**config.mk**
```make
export PLATFORM = sky130hd
export DESIGN_NAME = stack_unit
export DESIGN_NICKNAME = d
export VERILOG_FILES = /design/src/rtl/stk_pkg.sv /design/src/rtl/stk_ptr_calc.sv /design/src/rtl/stk_wdata_sel.sv /design/src/rtl/stack_unit.sv
export SDC_FILE = /design/constraint.sdc
export NUM_CORES = 1
export LEC_CHECK = 0
export BUFFER_PORTS_ARGS = -buffer_cell sky130_fd_sc_hd__buf_4
export CAP_MARGIN = 25
export CORE_MARGIN = 1
export CORE_UTILIZATION = 60
export CTS_BUF_LIST = sky130_fd_sc_hd__clkbuf_8
export DETAILED_ROUTE_END_ITERATION = 10
export PLACE_DENSITY_LB_ADDON = 0.3
export SLEW_MARGIN = 10
export SYNTH_ARGS = -nofsm -noshare
export SYNTH_HDL_FRONTEND = slang
export SYNTH_SLANG_ARGS = --single-unit
export TNS_END_PERCENT = 100
```
**constraint.sdc**
```tcl
create_clock -name clk -period 10 [get_ports clk]
set_input_delay 1.5 -clock clk [delete_from_list [all_inputs] [get_ports clk]]
set_output_delay 1.5 -clock clk [all_outputs]
set_load 0.01 [all_outputs]
```
**src/rtl/stk_pkg.sv**
```systemverilog
package stk_pkg;

    typedef enum logic [2:0] {
        ST_IDLE,
        ST_PROBE_REQ,
        ST_PROBE_WAIT,
        ST_ACC_REQ,
        ST_ACC_WAIT
    } stk_state_e;

    typedef enum logic [1:0] {
        OP_PUSH = 2'b00,
        OP_POP  = 2'b01,
        OP_ALL  = 2'b10
    } stk_op_e;

endpackage

```
**src/rtl/stk_ptr_calc.sv**
```systemverilog
module stk_ptr_calc #(
    parameter int W = 32
) (
    input  logic         mode32,
    input  logic         move_down,
    input  logic [W-1:0] sp,
    input  logic [W-1:0] step,
    input  logic [W-1:0] base,
    output logic [W-1:0] new_sp,
    output logic [W-1:0] lin_addr
);
    localparam int HALF = W / 2;

    logic [W-1:0] moved;
    logic [W-1:0] eff;

    always_comb begin
        moved  = move_down ? (sp - step) : (sp + step);
        new_sp = mode32 ? moved : {sp[W-1:HALF], moved[HALF-1:0]};
        eff    = move_down ? new_sp : sp;
        lin_addr = base + (mode32 ? eff : {{HALF{1'b0}}, eff[HALF-1:0]});
    end
endmodule

```
**src/rtl/stk_wdata_sel.sv**
```systemverilog
module stk_wdata_sel #(
    parameter int W      = 32,
    parameter int NREG   = 8,
    parameter int SP_IDX = 4
) (
    input  logic                    all_mode,
    input  logic [$clog2(NREG)-1:0] idx,
    input  logic                    wide,
    input  logic [W-1:0]            cmd_val,
    input  logic [W-1:0]            reg_val,
    input  logic [W-1:0]            sp_snap,
    output logic [W-1:0]            wdata
);
    localparam int IW   = $clog2(NREG);
    localparam int HALF = W / 2;

    logic [W-1:0] raw;

    always_comb begin
        if (!all_mode)
            raw = cmd_val;
        else if (idx == IW'(SP_IDX))
            raw = sp_snap;
        else
            raw = reg_val;
        wdata = wide ? raw : {{HALF{1'b0}}, raw[HALF-1:0]};
    end
endmodule

```
**src/rtl/stack_unit.sv**
```systemverilog
module stack_unit #(
    parameter int W      = 32,
    parameter int NREG   = 8,
    parameter int SP_IDX = 4
) (
    input  logic                            clk,
    input  logic                            rst_n,
    input  logic                            cmd_valid,
    output logic                            cmd_ready,
    input  logic [1:0]                      cmd_op,
    input  logic                            cmd_wide,
    input  logic [W-1:0]                    cmd_data,
    input  logic                            sp32_mode,
    input  logic [W-1:0]                    ss_base,
    output logic [$clog2(NREG)-1:0]         rf_raddr,
    input  logic [W-1:0]                    rf_rdata,
    output logic                            rf_we,
    output logic [$clog2(NREG)-1:0]         rf_waddr,
    output logic [W-1:0]                    rf_wdata,
    output logic                            mem_req_valid,
    input  logic                            mem_req_ready,
    output logic                            mem_we,
    output logic                            mem_probe,
    output logic [$clog2(NREG*W/8+1)-1:0]   mem_size,
    output logic [W-1:0]                    mem_addr,
    output logic [W-1:0]                    mem_wdata,
    input  logic                            mem_rsp_valid,
    input  logic                            mem_rsp_fault,
    input  logic [W-1:0]                    mem_rdata,
    output logic [W-1:0]                    pop_data,
    output logic                            done,
    output logic                            fault
);
    import stk_pkg::*;

    localparam int IW   = $clog2(NREG);
    localparam int HALF = W / 2;
    localparam int NB   = W / 8;
    localparam int SZW  = $clog2(NREG * NB + 1);
    localparam logic [W-1:0] STEP_WIDE   = W'(NB);
    localparam logic [W-1:0] STEP_NARROW = W'(NB / 2);
    localparam logic [W-1:0] AREA_WIDE   = W'(NREG * NB);
    localparam logic [W-1:0] AREA_NARROW = W'(NREG * NB / 2);

    stk_state_e state, state_nx;
    stk_op_e    op_q;
    logic           wide_q;
    logic           mode_q;
    logic [W-1:0]   data_q;
    logic [W-1:0]   sp_q;
    logic [W-1:0]   sp_snap_q;
    logic [IW-1:0]  idx_q;

    logic           accept;
    logic           in_probe;
    logic           last_slot;
    logic [W-1:0]   step_bytes;
    logic [W-1:0]   calc_sp;
    logic [W-1:0]   calc_addr;
    logic [W-1:0]   push_val;

    assign accept    = cmd_valid && cmd_ready;
    assign in_probe  = (state == ST_PROBE_REQ) || (state == ST_PROBE_WAIT);
    assign last_slot = (op_q != OP_ALL) || (idx_q == IW'(NREG - 1));

    always_comb begin
        if (in_probe)
            step_bytes = wide_q ? AREA_WIDE : AREA_NARROW;
        else
            step_bytes = wide_q ? STEP_WIDE : STEP_NARROW;
    end

    stk_ptr_calc #(.W(W)) u_ptr (
        .mode32   (mode_q),
        .move_down(op_q != OP_POP),
        .sp       (sp_q),
        .step     (step_bytes),
        .base     (ss_base),
        .new_sp   (calc_sp),
        .lin_addr (calc_addr)
    );

    stk_wdata_sel #(.W(W), .NREG(NREG), .SP_IDX(SP_IDX)) u_wsel (
        .all_mode(op_q == OP_ALL),
        .idx     (idx_q),
        .wide    (wide_q),
        .cmd_val (data_q),
        .reg_val (rf_rdata),
        .sp_snap (sp_snap_q),
        .wdata   (push_val)
    );

    // state register
    always_ff @(posedge clk or negedge rst_n) begin
        if (!rst_n)
            state <= ST_IDLE;
        else
            state <= state_nx;
    end

    // next state
    always_comb begin
        state_nx = state;
        unique case (state)
            ST_IDLE:
                if (accept)
                    state_nx = cmd_op[1] ? ST_PROBE_REQ : ST_ACC_REQ;
            ST_PROBE_REQ:
                if (mem_req_ready) state_nx = ST_PROBE_WAIT;
            ST_PROBE_WAIT:
                if (mem_rsp_valid)
                    state_nx = mem_rsp_fault ? ST_IDLE : ST_ACC_REQ;
            ST_ACC_REQ:
                if (mem_req_ready) state_nx = ST_ACC_WAIT;
            ST_ACC_WAIT:
                if (mem_rsp_valid)
                    state_nx = (mem_rsp_fault || last_slot) ? ST_IDLE : ST_ACC_REQ;
            default:
                state_nx = ST_IDLE;
        endcase
    end

    // outputs decoded from state
    always_comb begin
        cmd_ready     = 1'b0;
        mem_req_valid = 1'b0;
        mem_probe     = 1'b0;
        mem_we        = 1'b0;
        mem_wdata     = '0;
        rf_raddr      = idx_q;
        unique case (state)
            ST_IDLE: begin
                cmd_ready = !rf_we;
                rf_raddr  = IW'(SP_IDX);
            end
            ST_PROBE_REQ: begin
                mem_req_valid = 1'b1;
                mem_probe     = 1'b1;
            end
            ST_ACC_REQ: begin
                mem_req_valid = 1'b1;
                mem_we        = (op_q != OP_POP);
                mem_wdata     = (op_q != OP_POP) ? push_val : '0;
            end
            default: ;
        endcase
        mem_addr = calc_addr;
        mem_size = step_bytes[SZW-1:0];
        rf_waddr = IW'(SP_IDX);
    end

    // command capture, commit and result pulses
    always_ff @(posedge clk or negedge rst_n) begin
        if (!rst_n) begin
            op_q      <= OP_PUSH;
            wide_q    <= 1'b0;
            mode_q    <= 1'b0;
            data_q    <= '0;
            sp_q      <= '0;
            sp_snap_q <= '0;
            idx_q     <= '0;
            rf_we     <= 1'b0;
            rf_wdata  <= '0;
            pop_data  <= '0;
            done      <= 1'b0;
            fault     <= 1'b0;
        end else begin
            rf_we <= 1'b0;
            done  <= 1'b0;
            fault <= 1'b0;
            if (state == ST_IDLE && accept) begin
                op_q      <= cmd_op[1] ? OP_ALL : (cmd_op[0] ? OP_POP : OP_PUSH);
                wide_q    <= cmd_wide;
                mode_q    <= sp32_mode;
                data_q    <= cmd_data;
                sp_q      <= rf_rdata;
                sp_snap_q <= rf_rdata;
                idx_q     <= '0;
            end
            if (state == ST_PROBE_WAIT && mem_rsp_valid && mem_rsp_fault)
                fault <= 1'b1;
            if (state == ST_ACC_WAIT && mem_rsp_valid) begin
                if (mem_rsp_fault) begin
                    fault <= 1'b1;
                end else begin
                    rf_we    <= 1'b1;
                    rf_wdata <= calc_sp;
                    sp_q     <= calc_sp;
                    if (op_q == OP_POP)
                        pop_data <= wide_q ? mem_rdata
                                           : {{HALF{1'b0}}, mem_rdata[HALF-1:0]};
                    if (last_slot)
                        done <= 1'b1;
                    else
                        idx_q <= idx_q + 1'b1;
                end
            end
        end
    end


    rf_commit_chk: assert property (@(posedge clk) disable iff (!rst_n)
        rf_we |-> $past(mem_rsp_valid && !mem_rsp_fault));


    fault_src_chk: assert property (@(posedge clk) disable iff (!rst_n)
        fault |-> $past(mem_rsp_valid && mem_rsp_fault));


    req_hold_chk: assert property (@(posedge clk) disable iff (!rst_n)
        (mem_req_valid && !mem_req_ready) |=>
            (mem_req_valid && $stable(mem_addr) && $stable(mem_we) && $stable(mem_wdata)));


    pulse_excl_chk: assert property (@(posedge clk) disable iff (!rst_n)
        $onehot0({done, fault}));


    ready_quiet_chk: assert property (@(posedge clk) disable iff (!rst_n)
        cmd_ready |-> !mem_req_valid);
endmodule

```
==> results by group <==
Cells and area
  – Syn-to-layout area delta: 22.9%
  – Commonest cells after routing, fill and taps aside: nand2_1 (367), buf_4 (288), dfrtp_1 (173), nor2_1 (122), a21oi_1 (103)
  – Layout cells sized above 1: 21.6%
  – Nets@finish: 1852
  – Final Cell Area: 14000 um2
  – Core Util, Final: 75.2%
  – Ant diodes: 0
  – Most common cell after layout, fill and taps aside: nand2_1

Synthesis
  – Synth Cell Area: 11400 um2
  – Syn avg cell area: 8.03 um2
  – Post-synth EDFFs: 0
  – Cell taking the most area after synthesis: dfrtp_1
  – Syn Inst Count: 1420
  – #FFs+latches synth: 173
  – Ys Warns: 0
  – Synth top area share: 38.0%
  – Most used DFF post-synth: dfrtp_1
  – Post-synthesis sequential area ratio: 38.0%
  – Largest cells by area after synthesis: dfrtp_1 (38%), nand2_1 (12%), ha_1 (7.2%)
  – Synth async-reset ratio: 100%
  – Synth cell types: 72

Setup path
  – Critical path arrival: 6.85 ns
  – Kind of cell adding the most delay to the critical path: compound AO/OA/AOI/OAI gates
  – Worst setup SP type: flip-flop
  – Highest-delay cell along the critical path: dfrtp_1
  – Max incr delay on CP: 0.52 ns
  – CP Class: flip-flop to output port
  – CP endpoint kind: output port
  – Worst Path Required: 8.50 ns
  – Critical path fanouts, max: 13
  – Most frequent CP cell: o21ai_0
  – Buf+Inv Stages, Crit Path: 3

Placed design
  – DP HPWL: 24.4 mm
  – Number of port buffers: 279
  – Setup WS pre-CTS: 2.26 ns
  – Placer Congestion: 0.966
  – Placed Area: 13500 um2

Route
  – Final wirelength: 34.2 mm
  – Vias: 11300
  – Initial DRC Count: 898
  – Antenna Violating Nets Remaining: 0
  – First-pass DRT Iterations: 5
  – Drt wl/cell: 18.0 um
  – Residual DRC: 0
  – Via density: 5.99

Timing
  – Fin crit period: 8.35 ns
  – Final worst slack: 1.65 ns
  – Final Setup Violations: 0
  – TNS Setup: 0 ns
  – Final hold vios: 0
  – Worst Clk Skew: 0.0174 ns
  – Measured slew at the worst slew-check pin: 0.912 ns
  – Slew HR: 39.2%
  – Period utilization: 83.5%
  – Maximum clock frequency: 0.120 GHz
  – RSZ-0062 raised after global routing: false
  – Slew Viols, Final: 0

CTS
  – Root Driver: clkbuf_8
  – Clk buf depth: 2
  – Post-CTS sizing: 0
  – Clk slew on worst S/H paths: 0.10 ns
  – TritonCTS clock tree: done
  – Hold_buf cts: 0
  – # clock sinks: 173
  – Post CTS Setup Buffer Count: 0
  – TritonCTS buffer count: 17
  – H-tree depth: 4
  – Worst skew pair latency: 0.48 ns

Floorplanning
  – Core box area: 18600 um2
  – Initial core utilization: 61.2%
  – Number of core rows: 50
  – Die H: 140 um
  – Top-Level Pins: 285
  – Total die area: 19600 um2
  – Die Width: 140 um

Flow run
  – Max Cap Viol: 0

Run status
  – Status: complete, no violations

Min path
  – Hold WC Path Type: flip-flop to flip-flop

GRT
  – Total GRT Usage: 34.7%
  – Vias in the first global route: 10700
  – Initial antenna violation count: 0
  – Largest net degree at the start of global routing: 101
  – Total gr overflow: 0
  – Global-route wire length before repair: 53.8 mm
## cell families after synthesis
group | count (synthesis) | synth area share [%]
buffers and inverters | 115 | 4.05
XOR/XNOR | 53 | 4.20
AND/OR/NAND/NOR | 621 | 22.9
flip-flops | 173 | 38.0
AO/OA/AOI/OAI | 348 | 19.6
adder cells (fa/ha/maj) | 68 | 7.50
multiplexers | 40 | 3.70
other | 2 | 0.0659
## worst register-to-register path: stages (launching register included)
cell and delay [ns]:
dfrtp_1 0.52, xnor2_1 0.30, nor2_1 0.12, or2_2 0.35, ha_1 0.21, inv_1 0.06, o21ai_0 0.08, buf_4 0.23
ha_1 0.40, a21o_1 0.23, o41ai_2 0.38, nor3_1 0.15, nor3_1 0.48, o221ai_1 0.26, xnor2_1 0.35, o21ai_0 0.14
## metal layers
metal / wire length, um / share of wire, % / global-route usage [%] / vias to the layer above
met5: 0 / 0 / 0 / -
met4: 1420 / 4.2 / 17.0 / 0
met3: 2630 / 7.7 / 6.64 / 103
met2: 16400 / 48 / 56.2 / 510
met1: 13700 / 40 / 44.6 / 5369
li1: - / - / - / 5363
## cell type report
class / instances / area (um2)
clock buffer: 17 / 234
clock inverter: 15 / 176
fill: 1414 / 4630
inverter: 29 / 109
multi-input combinational: 1135 / 6640
sequential: 173 / 4330
tap: 234 / 293
timing repair buffer: 291 / 2230
## Yosys cell counts, drive strengths merged, types with 19 or more instances
| master | count |
|---|---|
| clkbuf | 66 |
| buf | 20 |
| ha | 66 |
| nor2 | 122 |
| a21oi | 105 |
| inv | 28 |
| a21o | 25 |
| nand2b | 19 |
| nand3 | 46 |
| nand2 | 368 |
| dfrtp | 173 |
| o21ai | 84 |
| a211oi | 25 |
| xnor2 | 39 |
| mux2i | 23 |
## through the flow
| stage | std cells | hold slack, ns |
|---|---|---|
| after floorplan | 1423 | 0.445 |
| after global placement | 1860 | 0.458 |
| after detailed placement | 1860 | 0.462 |
| after CTS | 1892 | 0.486 |
| after global routing | 1894 | 0.505 |
| final | 1894 | 0.482 |
## registers in the layout, indices dropped and copies added, names as in the netlist
register and flops:
data_q 32, done 1, fault 1, idx_q 3, mode_q 1, op_q 2
pop_data 32, rf_wdata 32, rf_we 1, sp_q 32, sp_snap_q 32, state 3
wide_q 1
## path summary, 6_finish.rpt
check	start	to	slack [ns]	cells after the start
min reg2reg	sp_snap_q[20]	sp_snap_q[20]	0.48	2
min in group asynchronous	rst_n	rf_wdata[20]	1.12	1
min	sp_snap_q[20]	sp_snap_q[20]	0.48	2
max in group asynchronous	rst_n	done	7.63	3
max	state[1]	mem_addr[30]	1.65	26
max reg2reg	state[1]	rf_wdata[28]	5.61	15
Power is left out: the tool's default activity adds up to more than one toggle a clock period on the data nets, which glitch-free logic cannot reach.
